File: config.mk
export PLATFORM = sky130hd
export DESIGN_NAME = can_errcap
export DESIGN_NICKNAME = d
export VERILOG_FILES = /design/src/rtl/can_errcap_pkg.sv /design/src/rtl/can_errcap_rst_sync.sv /design/src/rtl/can_errcap_flags.sv /design/src/rtl/can_errcap_code.sv /design/src/rtl/can_errcap_regs.sv /design/src/rtl/can_errcap.sv
export SDC_FILE = /design/constraint.sdc
export NUM_CORES = 1
export LEC_CHECK = 0
export BUFFER_PORTS_ARGS = -buffer_cell sky130_fd_sc_hd__buf_2
export CORE_MARGIN = 1
export CORE_UTILIZATION = 35
export CTS_BUF_LIST = sky130_fd_sc_hd__clkbuf_4
export CTS_CLUSTER_SIZE = 8
export DETAILED_ROUTE_END_ITERATION = 10
export PLACE_DENSITY = 0.6
export SETUP_SLACK_MARGIN = 0.5
export SLEW_MARGIN = 20
export SYNTH_ARGS = -nofsm -noshare
export SYNTH_HDL_FRONTEND = slang
export SYNTH_SLANG_ARGS = --single-unit
File: constraint.sdc
create_clock -name clk -period 1.53 [get_ports clk]
set_clock_uncertainty 0.2 [all_clocks]
set_input_delay 0 -clock clk [delete_from_list [all_inputs] [get_ports clk]]
set_output_delay 0 -clock clk [all_outputs]
set_load 0.02 [all_outputs]
File: src/rtl/can_errcap_pkg.sv
package can_errcap_pkg;

  // Register map of the error capture block
  typedef enum logic [2:0] {
    REG_FLAGS  = 3'd0,
    REG_ENABLE = 3'd1,
    REG_CODE   = 3'd2,
    REG_IRQEN  = 3'd3,
    REG_STATUS = 3'd4,
    REG_TXCNT  = 3'd5,
    REG_RXCNT  = 3'd6
  } errcap_addr_e;

  // Bit holding the pending error condition in the status and irq-enable registers
  localparam int unsigned ERR_IRQ_BIT = 5;

endpackage

File: src/rtl/can_errcap_rst_sync.sv
module can_errcap_rst_sync #(
  parameter int unsigned STAGES = 2
) (
  input  logic clk,
  input  logic rst_n,
  output logic rst_sync_n
);

  logic [STAGES-1:0] chain_q;
  logic [STAGES-1:0] chain_d;

  always_comb begin
    chain_d = {chain_q[STAGES-2:0], 1'b1};
  end

  always_ff @(posedge clk or negedge rst_n) begin
    if (!rst_n) begin
      chain_q <= '0;
    end else begin
      chain_q <= chain_d;
    end
  end

  assign rst_sync_n = chain_q[STAGES-1];

endmodule

File: src/rtl/can_errcap_flags.sv
module can_errcap_flags #(
  parameter int unsigned NUM_FLAGS = 8
) (
  input  logic                 clk,
  input  logic                 rst_n,
  input  logic [NUM_FLAGS-1:0] evt_i,
  input  logic                 flag_we_i,
  input  logic                 en_we_i,
  input  logic [NUM_FLAGS-1:0] wdata_i,
  output logic [NUM_FLAGS-1:0] flags_o,
  output logic [NUM_FLAGS-1:0] enable_o,
  output logic                 pend_o
);

  logic [NUM_FLAGS-1:0] flag_q;
  logic [NUM_FLAGS-1:0] flag_d;
  logic [NUM_FLAGS-1:0] en_q;
  logic [NUM_FLAGS-1:0] en_d;

  for (genvar k = 0; k < NUM_FLAGS; k++) begin : g_flag
    logic keep;

    always_comb begin
      keep = flag_q[k];
      if (flag_we_i && !wdata_i[k]) begin
        keep = 1'b0;
      end
      // a new event overrides a simultaneous clear
      flag_d[k] = keep | evt_i[k];
    end

    always_ff @(posedge clk or negedge rst_n) begin
      if (!rst_n) begin
        flag_q[k] <= 1'b0;
      end else begin
        flag_q[k] <= flag_d[k];
      end
    end

    AST_EVT_SETS: assert property (@(posedge clk) disable iff (!rst_n)
      evt_i[k] |=> flag_q[k]);

    AST_ZERO_CLEARS: assert property (@(posedge clk) disable iff (!rst_n)
      (flag_we_i && !wdata_i[k] && !evt_i[k]) |=> !flag_q[k]);

    AST_ONE_KEEPS: assert property (@(posedge clk) disable iff (!rst_n)
      (flag_we_i && wdata_i[k] && !evt_i[k]) |=> $stable(flag_q[k]));

    AST_SET_WINS: assert property (@(posedge clk) disable iff (!rst_n)
      (flag_we_i && !wdata_i[k] && evt_i[k]) |=> flag_q[k]);
  end

  always_comb begin
    en_d = en_q;
    if (en_we_i) begin
      en_d = wdata_i;
    end
  end

  always_ff @(posedge clk or negedge rst_n) begin
    if (!rst_n) begin
      en_q <= '0;
    end else begin
      en_q <= en_d;
    end
  end

  assign flags_o  = flag_q;
  assign enable_o = en_q;
  assign pend_o   = |(flag_q & en_q);

  AST_NO_FLAG_NO_PEND: assert property (@(posedge clk) disable iff (!rst_n)
    (flag_q == '0) |-> !pend_o);

endmodule

File: src/rtl/can_errcap_code.sv
module can_errcap_code #(
  parameter int unsigned CODE_W = 7
) (
  input  logic              clk,
  input  logic              rst_n,
  input  logic              vld_i,
  input  logic [CODE_W-1:0] code_i,
  input  logic              we_i,
  input  logic [CODE_W:0]   wdata_i,
  output logic [CODE_W-1:0] code_o,
  output logic              accum_o
);

  localparam int unsigned MODE_POS = CODE_W;

  logic [CODE_W-1:0] code_q;
  logic [CODE_W-1:0] code_d;
  logic [CODE_W-1:0] kept;
  logic              mode_q;
  logic              mode_d;

  always_comb begin
    kept   = code_q;
    mode_d = mode_q;
    if (we_i) begin
      kept   = code_q & wdata_i[CODE_W-1:0];
      mode_d = wdata_i[MODE_POS];
    end
    code_d = kept;
    if (vld_i) begin
      if (mode_q) begin
        code_d = kept | code_i;
      end else begin
        code_d = code_i;
      end
    end
  end

  always_ff @(posedge clk or negedge rst_n) begin
    if (!rst_n) begin
      code_q <= '0;
      mode_q <= 1'b0;
    end else begin
      code_q <= code_d;
      mode_q <= mode_d;
    end
  end

  assign code_o  = code_q;
  assign accum_o = mode_q;

  AST_ACCUM_ADDS: assert property (@(posedge clk) disable iff (!rst_n)
    (vld_i && mode_q) |=> ((code_q & $past(code_i)) == $past(code_i)));

  AST_ACCUM_KEEPS: assert property (@(posedge clk) disable iff (!rst_n)
    (vld_i && mode_q && !we_i) |=> ((code_q & $past(code_q)) == $past(code_q)));

  AST_LATEST_ONLY: assert property (@(posedge clk) disable iff (!rst_n)
    (vld_i && !mode_q) |=> (code_q == $past(code_i)));

  AST_IDLE_HOLD: assert property (@(posedge clk) disable iff (!rst_n)
    (!vld_i && !we_i) |=> ($stable(code_q) && $stable(mode_q)));

endmodule

File: src/rtl/can_errcap_regs.sv
module can_errcap_regs
  import can_errcap_pkg::*;
#(
  parameter int unsigned NUM_FLAGS = 8,
  parameter int unsigned CODE_W    = 7,
  parameter int unsigned CNT_W     = 8,
  parameter int unsigned ADDR_W    = 3,
  parameter int unsigned DATA_W    = 8
) (
  input  logic              clk,
  input  logic              rst_n,
  input  logic              wr_en_i,
  input  logic [ADDR_W-1:0] addr_i,
  input  logic [DATA_W-1:0] wdata_i,
  input  logic [NUM_FLAGS-1:0] flags_i,
  input  logic [NUM_FLAGS-1:0] enable_i,
  input  logic              pend_i,
  input  logic [CODE_W-1:0] code_i,
  input  logic              accum_i,
  input  logic [CNT_W-1:0]  tec_i,
  input  logic [CNT_W-1:0]  rec_i,
  output logic              flag_we_o,
  output logic              en_we_o,
  output logic              code_we_o,
  output logic [DATA_W-1:0] rdata_o,
  output logic              irq_o
);

  logic irqen_q;
  logic irqen_d;
  logic irqen_we;

  always_comb begin
    flag_we_o = wr_en_i && (addr_i == ADDR_W'(REG_FLAGS));
    en_we_o   = wr_en_i && (addr_i == ADDR_W'(REG_ENABLE));
    code_we_o = wr_en_i && (addr_i == ADDR_W'(REG_CODE));
    irqen_we  = wr_en_i && (addr_i == ADDR_W'(REG_IRQEN));
  end

  always_comb begin
    irqen_d = irqen_q;
    if (irqen_we) begin
      irqen_d = wdata_i[ERR_IRQ_BIT];
    end
  end

  always_ff @(posedge clk or negedge rst_n) begin
    if (!rst_n) begin
      irqen_q <= 1'b0;
    end else begin
      irqen_q <= irqen_d;
    end
  end

  always_comb begin
    rdata_o = '0;
    case (addr_i)
      ADDR_W'(REG_FLAGS):  rdata_o = DATA_W'(flags_i);
      ADDR_W'(REG_ENABLE): rdata_o = DATA_W'(enable_i);
      ADDR_W'(REG_CODE):   rdata_o = DATA_W'({accum_i, code_i});
      ADDR_W'(REG_IRQEN):  rdata_o[ERR_IRQ_BIT] = irqen_q;
      ADDR_W'(REG_STATUS): rdata_o[ERR_IRQ_BIT] = pend_i;
      ADDR_W'(REG_TXCNT):  rdata_o = DATA_W'(tec_i);
      ADDR_W'(REG_RXCNT):  rdata_o = DATA_W'(rec_i);
      default:             rdata_o = '0;
    endcase
  end

  assign irq_o = pend_i & irqen_q;

  AST_IRQEN_LOAD: assert property (@(posedge clk) disable iff (!rst_n)
    irqen_we |=> (irqen_q == $past(wdata_i[ERR_IRQ_BIT])));

  AST_NO_PEND_NO_IRQ: assert property (@(posedge clk) disable iff (!rst_n)
    !pend_i |-> !irq_o);

endmodule

File: src/rtl/can_errcap.sv
module can_errcap #(
  parameter int unsigned NUM_FLAGS = 8,
  parameter int unsigned CODE_W    = 7,
  parameter int unsigned CNT_W     = 8,
  parameter int unsigned ADDR_W    = 3,
  parameter int unsigned DATA_W    = 8,
  parameter int unsigned RST_STAGES = 2
) (
  input  logic                 clk,
  input  logic                 rst_n,
  input  logic [NUM_FLAGS-1:0] evt_i,
  input  logic                 code_vld_i,
  input  logic [CODE_W-1:0]    code_i,
  input  logic [CNT_W-1:0]     tec_i,
  input  logic [CNT_W-1:0]     rec_i,
  input  logic                 wr_en_i,
  input  logic [ADDR_W-1:0]    addr_i,
  input  logic [DATA_W-1:0]    wdata_i,
  output logic [DATA_W-1:0]    rdata_o,
  output logic                 err_irq_o
);

  logic                 rst_s_n;
  logic [NUM_FLAGS-1:0] flags;
  logic [NUM_FLAGS-1:0] enables;
  logic                 pend;
  logic [CODE_W-1:0]    code;
  logic                 accum;
  logic                 flag_we;
  logic                 en_we;
  logic                 code_we;

  can_errcap_rst_sync #(.STAGES(RST_STAGES)) i_rst (
    .clk        (clk),
    .rst_n      (rst_n),
    .rst_sync_n (rst_s_n)
  );

  can_errcap_flags #(.NUM_FLAGS(NUM_FLAGS)) i_flags (
    .clk       (clk),
    .rst_n     (rst_s_n),
    .evt_i     (evt_i),
    .flag_we_i (flag_we),
    .en_we_i   (en_we),
    .wdata_i   (wdata_i[NUM_FLAGS-1:0]),
    .flags_o   (flags),
    .enable_o  (enables),
    .pend_o    (pend)
  );

  can_errcap_code #(.CODE_W(CODE_W)) i_code (
    .clk     (clk),
    .rst_n   (rst_s_n),
    .vld_i   (code_vld_i),
    .code_i  (code_i),
    .we_i    (code_we),
    .wdata_i (wdata_i[CODE_W:0]),
    .code_o  (code),
    .accum_o (accum)
  );

  can_errcap_regs #(
    .NUM_FLAGS (NUM_FLAGS),
    .CODE_W    (CODE_W),
    .CNT_W     (CNT_W),
    .ADDR_W    (ADDR_W),
    .DATA_W    (DATA_W)
  ) i_regs (
    .clk       (clk),
    .rst_n     (rst_s_n),
    .wr_en_i   (wr_en_i),
    .addr_i    (addr_i),
    .wdata_i   (wdata_i),
    .flags_i   (flags),
    .enable_i  (enables),
    .pend_i    (pend),
    .code_i    (code),
    .accum_i   (accum),
    .tec_i     (tec_i),
    .rec_i     (rec_i),
    .flag_we_o (flag_we),
    .en_we_o   (en_we),
    .code_we_o (code_we),
    .rdata_o   (rdata_o),
    .irq_o     (err_irq_o)
  );

  AST_IRQ_IDLE_NO_FLAGS: assert property (@(posedge clk) disable iff (!rst_s_n)
    (flags == '0) |-> !err_irq_o);

  AST_RESET_QUIET: assert property (@(posedge clk) disable iff (!rst_n)
    $rose(rst_s_n) |-> (!err_irq_o && flags == '0 && code == '0));

endmodule

== Yosys cells after proc, flatten, opt, wreduce, memory -nomap -nowiden ==
Index checks and enable logic that the tools add are counted.

* Register bits: 27
* Word-level logic and storage cells: 67
* Output and inout bits: 9

* Reduce and logical (&&, ||, !) cells: 22
* Equality and inequality tests: 6
* Mux-type cells: 14
* Bitwise operators: 12

{| class="wikitable"
|+ Operator list
! cell !! count
|-
| $pmux 5 s5 || 1
|-
| $mux 7 || 3
|-
| $logic_and 1x1->1 || 12
|-
| $pmux 2 s5 || 1
|-
| $eq 3x3->1 const B || 3
|-
| $and 8x8->8 || 1
|-
| $logic_not 1->1 || 8
|-
| $mux 1 || 8
|-
| $or 1x1->1 || 8
|-
| $reduce_or 8->1 || 1
|-
| $and 7x7->7 || 1
|-
| $or 7x7->7 || 1
|-
| $pmux 1 s7 || 1
|-
| $eq 3x2->1 const B || 2
|-
| $eq 3x1->1 const B || 1
|-
| $logic_not 3->1 || 1
|-
| $and 1x1->1 || 1
|}

== Longest topological paths before layout ==
* Depth in word-level cells: 6
* Mapped depth: 5
* Mapped depth without buffers: 4

== By module ==
A second synthesis with hierarchy kept.

* Cells, all modules: 127
* Area total of the unflattened synthesis: 1,532.7 µm²

{| class="wikitable"
|+ Modules (own cells, without submodules)
! module !! area an instance (µm²) !! cells an instance !! sequential area each (µm²) !! instances
|-
| can_errcap_flags || 678.2 || 46 || 400.4 || 1
|-
| can_errcap_regs || 460.4 || 54 || 25.0 || 1
|-
| can_errcap_code || 340.3 || 24 || 200.2 || 1
|-
| can_errcap_rst_sync || 53.8 || 3 || 50.0 || 1
|}

== Least setup slack after synthesis ==
No wires, ideal clock.

* Path type: register to output
* From: register i_flags.en_q[3], in the netlist i_flags.enable_o[3]
* To: output port rdata_o[5]
* Buffers on the path: 0
* Setup slack: 0.248 ns
* Required time: 1.330 ns
* Cell stages (with the launch flop): 5
* Arrival time: 1.082 ns
* Cell sequence: dfrtp_1 -> a22oi_1 -> nand4_1 -> a31oi_1 -> o21ai_0

* Cells in the longest elaborated chain, start to end: 3

{| class="wikitable"
|+ RTL lines
! element !! RTL line !! text
|-
| from (decl) || can_errcap_flags.sv:17 || <nowiki>logic [NUM_FLAGS-1:0] en_q;</nowiki>
|-
| from (signal assigned) || can_errcap_flags.sv:64 || <nowiki>en_q <= en_d;</nowiki>
|-
| $and 8x8->8 || can_errcap_flags.sv:70 || <nowiki>assign pend_o = |(flag_q & en_q);</nowiki>
|-
| $reduce_or 8->1 || can_errcap_flags.sv:70 ||
|-
| $pmux 1 s7 || can_errcap_regs.sv:57 || <nowiki>case (addr_i)</nowiki>
|-
| to (decl) || can_errcap.sv:19 || <nowiki>output logic [DATA_W-1:0] rdata_o,</nowiki>
|}

No other way between the ends.

== Final worst setup path ==
* From: register i_flags.en_q[1], in the netlist i_flags.enable_o[1]
* To: output port rdata_o[5]

The elaborated chain is that of the path after synthesis.

==> results.py <==
metrics = {
    "outcome": {
        "result_of_the_run": "finished with violations",
        "violated_checks": "negative hold slack, negative setup slack",
    },
    "layout": {
        "final_cell_mix": "sky130_fd_sc_hd__buf_2, sky130_fd_sc_hd__dfrtp_1, sky130_fd_sc_hd__dlygate4sd3_1",
        "instances_no_fill": 288,
        "insertedDiodeCount": 0,
        "layout_commonest_cell": "sky130_fd_sc_hd__buf_2",
        "nFillCells": 355,
        "syn2layout_area_growth_pct": 60.2,
        "post_route_cells_drive_above_1_share_pct": 47.9,
        "final_nets": 285,
    },
    "floorplan": {
        "die_height_um": 66.5,
        "num_io_pins": 55,
        "floorplan.die_area_um2": 4430,
        "design.core.area_um2": 4000,
        "floorplan_row_count": 23,
        "die_w_um": 66.5,
        "floorplan.initialDensity_pct": 36.4,
    },
    "setup_path": {
        "regToRegEndpoint": "i_code.code_o[0]",
        "setup.reg_to_reg.worst_slack_ns": 0.31,
        "critPathLaunch": "i_flags.enable_o[1]",
        "crit_fanout": 2,
        "crit-reg2reg-launch": "i_code.accum_o",
        "worst_ep_required_time_ns": 1.33,
        "worstRegToRegCells": 4,
        "worst_setup_path_type": "flop to output port",
        "worstSetupStartpointType": "flop",
        "worstPathArrival_ns": 1.50,
        "setup.worst_path.end_class": "output port",
        "setup.worst_path.end": "rdata_o[5]",
    },
    "clocking": {
        "insertion_delay_ns": 0.32,
        "cts_tree": "built",
        "clkSlewWorstSetupHoldPaths_ns": 0.15,
        "clockRootBuffer": "sky130_fd_sc_hd__clkbuf_4",
        "clock_tree.htree_level_count": 1,
        "cts.path.max_buffers": 2,
        "numClockSinks": 27,
        "cts_buffers": 3,
    },
    "drt": {
        "ant_nets": 0,
        "drc_errors": 0,
        "vias": 1487,
        "iter_0_drt_violations": 92,
        "avgViaCountPerCell": 5.16,
        "drt_first_pass_iters": 5,
        "detail_route.wirelength_um": 4640,
        "post_dr_wirelength_cell_um": 16.1,
    },
    "synthesis": {
        "postSynthNetCount": 188,
        "synth_top_area_share_pct": 46.4,
        "syn_area_per_cell_um2": 10.3,
        "netlist-cell-type-count": 29,
        "synth-seq-cells": 27,
        "yosys.area.top_type": "sky130_fd_sc_hd__dfrtp_1",
        "post_synth_main_area_contributors": "sky130_fd_sc_hd__dfrtp_1, sky130_fd_sc_hd__mux2_4, sky130_fd_sc_hd__a22oi_1",
        "mappedNetlistArea_um2": 1460,
        "ys.warnings.count": 0,
        "post_synth_inst_count": 142,
        "ys_seq_area_share_pct": 46.4,
    },
    "global_route": {
        "number_of_antenna_violations_at_the_first_check_in_global_routing": 0,
        "grt_first_pass_wirelength_um": 7130,
        "via_count_of_the_first_global_routing_pass": 1435,
        "gr-usage-all-layers_pct": 22.0,
        "largest_net_degree_at_the_start_of_global_routing": 26,
        "globalRouteOverflowTotal": 0,
    },
    "sta": {
        "post-route-period-util_pct": 111,
        "timing.fmax_mhz": 589,
        "timing.final.ws_setup_ns": -0.167,
        "report.final.slew_viol_count": 0,
        "finalHoldViolations": 9,
        "worst_case_hold_slack_ns": -0.108,
        "setup_viol": 7,
        "unrepaired_setup_endpoints_after_global_routing": "true",
        "layout_min_cycle_time_ns": 1.70,
    },
    "power_and_ir_drop": {
        "vdd_ir_max_mv": 0.487,
        "power.density_nw_per_um2": 802,
        "power.static_leakage_nw": 1.07,
    },
    "min_path": {
        "classification_of_the_worst_slack_hold_path": "input pin to flop",
    },
    "placed_design": {
        "dp.cells": 251,
        "place.port_buffers": 54,
        "dp_hpwl_um": 3330,
        "final_estimated_routing_congestion_in_global_placement": 0.775,
    },
    "flow_run": {
        "drv_cap": 0,
    },
}
==> worst min-delay path by stage <==
stage	start	to	slack, ns	depth (start not counted)
CTS	wr_en_i	i_regs.irqen_q	-0.13	3
global route	wr_en_i	i_regs.irqen_q	-0.11	3
detailed placement	rst_n	i_rst.chain_q[1]	-0.41	1
global placement	rst_n	i_rst.chain_q[0]	-0.41	1
finish	wr_en_i	i_regs.irqen_q	-0.11	3
floorplan	rst_n	i_rst.chain_q[0]	-0.50	0
==> where the power goes <==
group / leakage [nW] / total [W] / internal, W / switching, W
clock network: 0.0177 / 0.000310 / 0.0000978 / 0.000212
registers: 0.296 / 0.000891 / 0.000811 / 0.0000805
logic: 0.758 / 0.000671 / 0.000387 / 0.000284
==> per-layer routing <==
layer  wire length [µm]  part of all wire, %  track usage, %  up-vias
li1                   -                    -               -      716
met1               2040                   44            29.5      721
met2               2350                   51            38.3       46
met3                219                  4.7            2.05        4
met4                 27                 0.58            5.05        0
met5                  0                    0               0        -
==> per-stage QoR <==
stage                     setup slack, ns  area (µm²)  power, W  TNS [ns]  util [%]
after floorplan                     0.361        1530   0.00121         0         -
after global placement              0.120        1910   0.00139         0      47.6
after detailed placement           0.0997        1910   0.00141         0      47.6
after CTS                          -0.186        2310   0.00186    -0.661      57.6
after global routing               -0.265        2330   0.00197     -1.25      58.4
final                              -0.167        2330   0.00187    -0.600      58.4
==> cell families after synthesis <==
group / share of synthesized area [%]
AOI/OAI and AO/OA: 17.8
buffers and inverters: 3.09
DFF: 46.4
muxes: 15.5
other: 0.257
and+or+nand+nor: 17.0
==> flip-flops by register name, summed over array words and instances (netlist names) <==
signal	cells
i_code.code_o	7
i_rst.chain_q	2
i_code.accum_o	1
i_flags.enable_o	8
i_flags.flags_o	8
i_regs.irqen_q	1
==> layout make-up <==
class	count	area [µm²]	area share, %
Timing Repair Buffer	99	714	30.6
Clock inverter	1	5.00	0.214
Tap cell	50	62.6	2.68
Inverter	1	3.75	0.161
Sequential cell	27	676	28.9
Clock buffer	3	22.5	0.965
Multi-Input combinational cell	107	851	36.4
==> critical path, stage by stage (launching register included) <==
cell	delay [ns]
sky130_fd_sc_hd__dfrtp_1	0.42
sky130_fd_sc_hd__a22oi_2	0.22
sky130_fd_sc_hd__nand4_1	0.15
sky130_fd_sc_hd__a31oi_1	0.19
sky130_fd_sc_hd__o21ai_2	0.08
sky130_fd_sc_hd__buf_6	0.13
==> synth_stat cells <==
library cell	number
sky130_fd_sc_hd__nand3_1	9
sky130_fd_sc_hd__inv_1	1
sky130_fd_sc_hd__nand4b_1	1
sky130_fd_sc_hd__nand3_2	1
sky130_fd_sc_hd__mux2_4	8
sky130_fd_sc_hd__conb_1	1
sky130_fd_sc_hd__a21oi_1	5
sky130_fd_sc_hd__a211oi_1	5
sky130_fd_sc_hd__nand3b_1	1
sky130_fd_sc_hd__o21ai_0	9
sky130_fd_sc_hd__mux2i_1	5
sky130_fd_sc_hd__and2_1	1
sky130_fd_sc_hd__nand2_1	14
sky130_fd_sc_hd__nand2b_1	9
sky130_fd_sc_hd__a22oi_1	9
sky130_fd_sc_hd__clkbuf_1	2
sky130_fd_sc_hd__buf_4	1
sky130_fd_sc_hd__nor2_1	8
sky130_fd_sc_hd__and3_1	3
sky130_fd_sc_hd__a32oi_1	2
sky130_fd_sc_hd__buf_6	1
sky130_fd_sc_hd__a21o_1	1
sky130_fd_sc_hd__dfrtp_1	27
sky130_fd_sc_hd__nand4_1	1
sky130_fd_sc_hd__a31oi_1	1
sky130_fd_sc_hd__o211ai_1	7
sky130_fd_sc_hd__mux2_2	5
sky130_fd_sc_hd__buf_2	3
sky130_fd_sc_hd__nor2b_1	1
==> what timing repair did <==
item                                   4_1_cts  5_1_grt
pin swaps                                   13       10
resized for setup                           17        6
gates cloned                                 0        0
setup endpoints to repair                   24       29
endpoints found under the hold margin       27       10
hold buffers                                26        1
buffers inserted                             6        1
No activity file was read; power rests on OpenSTA's default activity.
